$ cat src/rtl/pwm_pkg.sv
`timescale 1ns/1ps
// Shared definitions for the center-aligned PWM timer.
// Assumes prescaler divisors are powers of two up to 1024.
package pwm_pkg;
    localparam int PSC_W = 10;

    typedef enum logic [1:0] {
        EVM_TOP      = 2'd0,
        EVM_ZERO     = 2'd1,
        EVM_BOTH     = 2'd2,
        EVM_BOTH_ALT = 2'd3
    } evmode_e;

    // Terminal value of the prescaler for a select code (divisor minus one).
    function automatic logic [PSC_W-1:0] presc_limit(input logic [2:0] sel);
        int unsigned sh;
        sh = (sel <= 3'd4) ? int'(sel) : (2 * int'(sel) - 4);
        return PSC_W'((32'd1 << sh) - 32'd1);
    endfunction
endpackage

$ cat src/rtl/pwm_prescale.sv
`timescale 1ns/1ps
// Prescaler: produces a one-cycle step pulse every N clocks while go is high.
// Assumes go drops whenever the timer is disabled, which restarts the count.
module pwm_prescale
    import pwm_pkg::*;
(
    input  logic       clk,
    input  logic       rst_n,
    input  logic       go,
    input  logic [2:0] sel,
    output logic       tick
);
    logic [PSC_W-1:0] pcnt;
    logic [PSC_W-1:0] lim;

    assign lim  = presc_limit(sel);
    assign tick = go && (pcnt >= lim);

    // Divider counter, cleared when idle or after each step.
    always_ff @(posedge clk) begin
        if (!rst_n || !go)
            pcnt <= '0;
        else if (tick)
            pcnt <= '0;
        else
            pcnt <= pcnt + 1'b1;
    end
endmodule

$ cat src/rtl/pwm_counter.sv
`timescale 1ns/1ps
// Up/down or sawtooth counter with direction state.
// dir_q is 1 at the period value and while descending; it is 0 at zero.
// Assumes per >= 1 for legal operation.
module pwm_counter #(
    parameter int W = 8
) (
    input  logic         clk,
    input  logic         rst_n,
    input  logic         enable,
    input  logic         tick,
    input  logic         dual,
    input  logic [W-1:0] per,
    output logic [W-1:0] cnt,
    output logic         dir_q,
    output logic         step_top,
    output logic         step_zero
);
    logic [W-1:0] nxt;
    logic         nxt_dir;

    // Next count and direction for the selected counting mode.
    always_comb begin
        if (dual) begin
            if (dir_q) begin
                nxt     = cnt - 1'b1;
                nxt_dir = (cnt != W'(1));
            end else begin
                nxt     = cnt + 1'b1;
                nxt_dir = (nxt >= per);
            end
        end else begin
            nxt     = (cnt >= per) ? '0 : cnt + 1'b1;
            nxt_dir = 1'b0;
        end
    end

    assign step_top  = tick && (dual ? (!dir_q && nxt_dir) : (nxt == per && nxt != '0));
    assign step_zero = tick && (nxt == '0);

    // Count state; parked at zero counting up while disabled.
    always_ff @(posedge clk) begin
        if (!rst_n || !enable) begin
            cnt   <= '0;
            dir_q <= 1'b0;
        end else if (tick) begin
            cnt   <= nxt;
            dir_q <= nxt_dir;
        end else if (!dual) begin
            dir_q <= 1'b0;
        end
    end
endmodule

$ cat src/rtl/pwm_channel.sv
`timescale 1ns/1ps
// One compare channel: decodes the output level from count, direction and
// the active compare value. Assumes dir is 1 at the period value.
module pwm_channel #(
    parameter int W = 8
) (
    input  logic         run,
    input  logic         dual,
    input  logic [W-1:0] cnt,
    input  logic         dir,
    input  logic [W-1:0] cc,
    output logic         wo
);
    // Level: centered window in dual mode, leading pulse in sawtooth mode.
    always_comb begin
        if (!run)
            wo = 1'b0;
        else if (dual)
            wo = (cnt > cc) || (cnt == cc && !dir);
        else
            wo = (cnt < cc);
    end
endmodule

$ cat src/rtl/cslope_pwm.sv
`timescale 1ns/1ps
// Center-aligned PWM timer top: prescaler, up/down counter, shadowed
// period and compare registers, event strobes and NCH output channels.
// Assumes configuration is held stable except for write strobes.
module cslope_pwm
    import pwm_pkg::*;
#(
    parameter int CNT_W = 8,
    parameter int NCH   = 2
) (
    input  logic               clk,
    input  logic               rst_n,
    input  logic               enable,
    input  logic               slope_dual,
    input  logic [2:0]         presc_sel,
    input  logic [1:0]         evt_mode,
    input  logic               buf_en,
    input  logic               per_wr,
    input  logic [CNT_W-1:0]   per_in,
    input  logic [NCH-1:0]     cc_wr,
    input  logic [NCH*CNT_W-1:0] cc_in,
    output logic [CNT_W-1:0]   count_o,
    output logic               dir_down,
    output logic               evt_top,
    output logic               evt_zero,
    output logic [NCH-1:0]     wo
);
    localparam logic [CNT_W-1:0] PER_RST = '1;

    evmode_e          mode;
    logic             run_q;
    logic             go;
    logic             tick;
    logic             step_top;
    logic             step_zero;
    logic             upd;
    logic             top_en;
    logic             zero_en;
    logic [CNT_W-1:0] per_sh;
    logic [CNT_W-1:0] per_act;

    assign mode    = evmode_e'(evt_mode);
    assign go      = run_q && enable;
    assign top_en  = !slope_dual || (mode != EVM_ZERO);
    assign zero_en = !slope_dual || (mode != EVM_TOP);
    assign upd     = step_zero ||
                     (step_top && slope_dual && (mode == EVM_BOTH || mode == EVM_BOTH_ALT));

    // Run flag: the first cycle after enable rises holds the count at zero.
    always_ff @(posedge clk) begin
        if (!rst_n) run_q <= 1'b0;
        else        run_q <= enable;
    end

    pwm_prescale u_psc (
        .clk   (clk),
        .rst_n (rst_n),
        .go    (go),
        .sel   (presc_sel),
        .tick  (tick)
    );

    pwm_counter #(.W(CNT_W)) u_cnt (
        .clk       (clk),
        .rst_n     (rst_n),
        .enable    (enable),
        .tick      (tick),
        .dual      (slope_dual),
        .per       (per_act),
        .cnt       (count_o),
        .dir_q     (dir_down),
        .step_top  (step_top),
        .step_zero (step_zero)
    );

    // Event strobes, registered to align with the new count value.
    always_ff @(posedge clk) begin
        if (!rst_n) begin
            evt_top  <= 1'b0;
            evt_zero <= 1'b0;
        end else begin
            evt_top  <= enable && step_top && top_en;
            evt_zero <= enable && step_zero && zero_en;
        end
    end

    // Period shadow register.
    always_ff @(posedge clk) begin
        if (!rst_n)      per_sh <= PER_RST;
        else if (per_wr) per_sh <= per_in;
    end

    // Active period: direct write, update point, or tracking while idle.
    always_ff @(posedge clk) begin
        if (!rst_n)                   per_act <= PER_RST;
        else if (per_wr && !buf_en)   per_act <= per_in;
        else if (upd || !run_q)       per_act <= per_sh;
    end

    for (genvar i = 0; i < NCH; i++) begin : g_ch
        logic [CNT_W-1:0] sh_q;
        logic [CNT_W-1:0] act_q;

        // Compare shadow register for this channel.
        always_ff @(posedge clk) begin
            if (!rst_n)        sh_q <= '0;
            else if (cc_wr[i]) sh_q <= cc_in[i*CNT_W +: CNT_W];
        end

        // Active compare value, loaded by the same rules as the period.
        always_ff @(posedge clk) begin
            if (!rst_n)                   act_q <= '0;
            else if (cc_wr[i] && !buf_en) act_q <= cc_in[i*CNT_W +: CNT_W];
            else if (upd || !run_q)       act_q <= sh_q;
        end

        pwm_channel #(.W(CNT_W)) u_ch (
            .run  (run_q),
            .dual (slope_dual),
            .cnt  (count_o),
            .dir  (dir_down),
            .cc   (act_q),
            .wo   (wo[i])
        );
    end
endmodule

$ cat config.mk
export PLATFORM = sky130hd
export DESIGN_NAME = cslope_pwm
export DESIGN_NICKNAME = d
export VERILOG_FILES = /design/src/rtl/pwm_pkg.sv /design/src/rtl/pwm_prescale.sv /design/src/rtl/pwm_counter.sv /design/src/rtl/pwm_channel.sv /design/src/rtl/cslope_pwm.sv
export SDC_FILE = /design/constraint.sdc
export NUM_CORES = 1
export LEC_CHECK = 0
export BUFFER_PORTS_ARGS = -buffer_cell sky130_fd_sc_hd__clkbuf_2
export CORE_MARGIN = 4
export CORE_UTILIZATION = 54
export DETAILED_ROUTE_END_ITERATION = 7
export GPL_ROUTABILITY_DRIVEN = 1
export GPL_TIMING_DRIVEN = 0
export HOLD_SLACK_MARGIN = 0.15
export PLACE_DENSITY = 0.77
export SETUP_SLACK_MARGIN = 0.2
export SLEW_MARGIN = 20
export SYNTH_ARGS = -nofsm -noshare
export SYNTH_HDL_FRONTEND = slang
export SYNTH_SLANG_ARGS = --single-unit
$ cat constraint.sdc
create_clock -name clk -period 3.1 [get_ports clk]
set_input_delay 0.62 -clock clk [delete_from_list [all_inputs] [get_ports clk]]
set_output_delay 0.62 -clock clk [all_outputs]
set_load 0.05 [all_outputs]
==> results.json <==
{
  "design.portCount": 50,
  "clock_skew_ns": 0.0121,
  "ff_latch_area_sq_um": 1430,
  "detailed_place_hpwl_um": 7930,
  "finalHoldViolCount": 0,
  "grt_pass1_vias": 4035,
  "fmax_ghz": 0.317,
  "cts_tree": "yes",
  "power.leakage_uw": 0.00253,
  "clockBufferDepth": 2,
  "yosys_register_bits": 70,
  "syn_nets": 596,
  "synthTopCellsByCount": "70 x dfxtp_1, 48 x mux2i_1, 46 x ha_1, 46 x nor2_1, 39 x a21oi_1",
  "layout-drive-gt1-share": 0.271,
  "start_kind": "flip-flop",
  "finalCritPeriodShare": 1.02,
  "wl_per_cell_um": 17.6,
  "seq_area_frac_synth": 0.311,
  "gp_congestion": 0.906,
  "grt_pass1_wl_um": 18800,
  "die_width_um": 99.3,
  "rsz0062_at_grt": "true",
  "drt_pass1_iterations": 6,
  "clkSinkCount": 70,
  "synth_top_area_frac": 0.311,
  "start_util": 0.551,
  "drt_wl_total_um": 12500,
  "tightest_slew_ns": 0.878,
  "syn2layout_area_growth_pct": 26.5,
  "peakVddDrop_v": 0.000365,
  "period_needed_ns": 3.16,
  "root_buffer": "clkbuf_8",
  "final_cell_area_sq_um": 5700,
  "worstPathRequired_ns": 3.33,
  "fin_nets": 683,
  "yosysUniqueCellTypes": 58,
  "max_cap_violations": 0,
  "drc": 0,
  "relSlewSlack": 0.409,
  "ant_nets": 0,
  "ys_warn_count": 0,
  "setup_viol": 14,
  "r2r_slack_ns": -0.06,
  "coreArea_sq_um": 8180,
  "cts_buffers": 9,
  "via_per_inst": 5.88,
  "htreeDepth": 3,
  "portBuffers": 44,
  "synth_top_area_cell": "dfxtp_1",
  "fillers": 597,
  "crit_arrival_ns": 3.39,
  "cts.clk_slew.worst_paths_ns": 0.08,
  "ys.flop_type": "dfxtp_1",
  "hp-class": "reg2reg",
  "antenna_found_initial": 0,
  "dr_total_vias": 4178,
  "drv_slew": 0,
  "async_flop_share": 0,
  "run_status": "finished with violations",
  "pwr_density_cell_nw_per_um2": 343,
  "cp-end-kind": "flip-flop",
  "crit_type": "reg2reg",
  "n_antenna_cell": 0,
  "drt_iter0_markers": 332,
  "setup_ws_ns": -0.0592,
  "clock_latency_ns": 0.36,
  "yosysMostFrequentCell": "dfxtp_1",
  "cp_max_fo": 5,
  "overflow": 0,
  "grtUsageTotal": 0.238,
  "synth-edff-count": 0,
  "cts_hold_buf": 0,
  "die_h_um": 99.3,
  "synthesis.area_sq_um": 4500,
  "avgSynthCellArea_sq_um": 8.77,
  "setup_tns_ns": -0.227,
  "num_rows": 33,
  "die-area_sq_um": 9860,
  "dpl_cell_area_sq_um": 4950,
  "multi_input_area_sq_um": 3130,
  "violations": "setup timing",
  "grt_max_degree": 13,
  "synth_area_leaders": "dfxtp_1 31%, ha_1 13%, mux2i_1 11%",
  "synth_cells": 513
}
[final timing paths]
| kind | start | end | cells after the start |
|---|---|---|---|
| max | u_cnt.cnt[0] | g_ch[1].act_q[0] | 15 |
| min | u_psc.pcnt[0] | u_psc.pcnt[0] | 1 |
| max reg2reg | u_cnt.cnt[0] | g_ch[1].act_q[0] | 15 |
| min reg2reg | u_psc.pcnt[0] | u_psc.pcnt[0] | 1 |
[logic make-up (layout without fill, tap and decap cells)]
logic type,count (synthesis),count (layout),synth area share
compound gates,116,116,0.172
mux,51,51,0.114
xor+xnor,25,25,0.0487
simple gates,147,147,0.168
fa+ha+maj,46,46,0.128
buf+inv,58,150,0.0578
flops,70,70,0.311
[timing repair]
item | in CTS | in global routing
endpoints found under the hold margin | 0 | 0
pin swaps | 9 | 38
gates resized for setup | 26 | 40
setup endpoints to repair | 27 | 29
buffers inserted | 12 | 19
gates cloned | 0 | 1
[worst max-delay path: stages, from the launching register on]
cell        delay [ns]
dfxtp_4           0.37
buf_6             0.12
clkinvlp_4        0.11
buf_4             0.16
ha_4              0.24
a31oi_4           0.13
nor2b_2           0.07
o311ai_4          0.37
buf_4             0.19
a21oi_4           0.05
a41o_1            0.28
a31oi_4           0.30
buf_6             0.18
buf_12            0.12
mux2i_1           0.21
a21oi_1           0.09
[per-stage QoR]
step                utilization  std cells  total power (uW)  setup slack (ns)  hold WS (ns)
finish                    0.697        710              1950           -0.0592         0.476
global route              0.697        710              2030            -0.123         0.498
CTS                       0.653        690              1920            0.0774         0.476
detailed placement        0.605        662              1230            -0.167         0.459
global placement          0.605        662              1220            -0.173         0.457
floorplan                     -        513              1160             0.190         0.437
[final cells by class]
| type | instances | share of cell area |
|---|---|---|
| plain buffers | 26 | 0.0292 |
| clock buffers | 11 | 0.0248 |
| clock inverters | 5 | 0.00615 |
| inverters | 32 | 0.0217 |
| multi-input cells | 385 | 0.550 |
| flip-flops and latches | 70 | 0.250 |
| well taps | 105 | 0.0231 |
| repair buffers | 76 | 0.0945 |
[sequential cells by signal, summed over array words and instances (netlist names)]
name,count
u_cnt.dir_q,1
u_cnt.cnt,8
g_ch.act_q,16
run_q,1
evt_top,1
u_psc.pcnt,10
evt_zero,1
per_act,8
g_ch.sh_q,16
per_sh,8
[layout by cell type (no fill, tap or decap), drive strengths merged, types with 3 or more instances in the layout]
cell type,instances
a21oi,40
a21o,7
ha,46
dfxtp,70
o21a,3
and4,3
clkbuf,71
nand3,17
nor3,7
nand4,5
a21boi,3
mux2i,48
a211oi,5
clkinv,4
a22oi,3
inv,31
nand3b,4
buf,42
mux2,3
xnor2,15
xor2,10
nor2b,22
nand2,27
o21ai,34
and3,3
nand2b,4
nor2,46
[where the power goes]
part           leakage (uW)  internal [uW]  switching [uW]
clock network     0.0000893            312             363
registers          0.000579            935            30.3
logic               0.00186            150             163
total               0.00253           1400             556
[routing by layer]
layer  share of wire  wire length (um)  track usage
met5               0                 0            0
met2            0.47              5850        0.382
met1            0.42              5310        0.304
met4           0.038               481        0.104
met3           0.069               868       0.0582
Note: power is estimated with default switching activity, not from simulation.
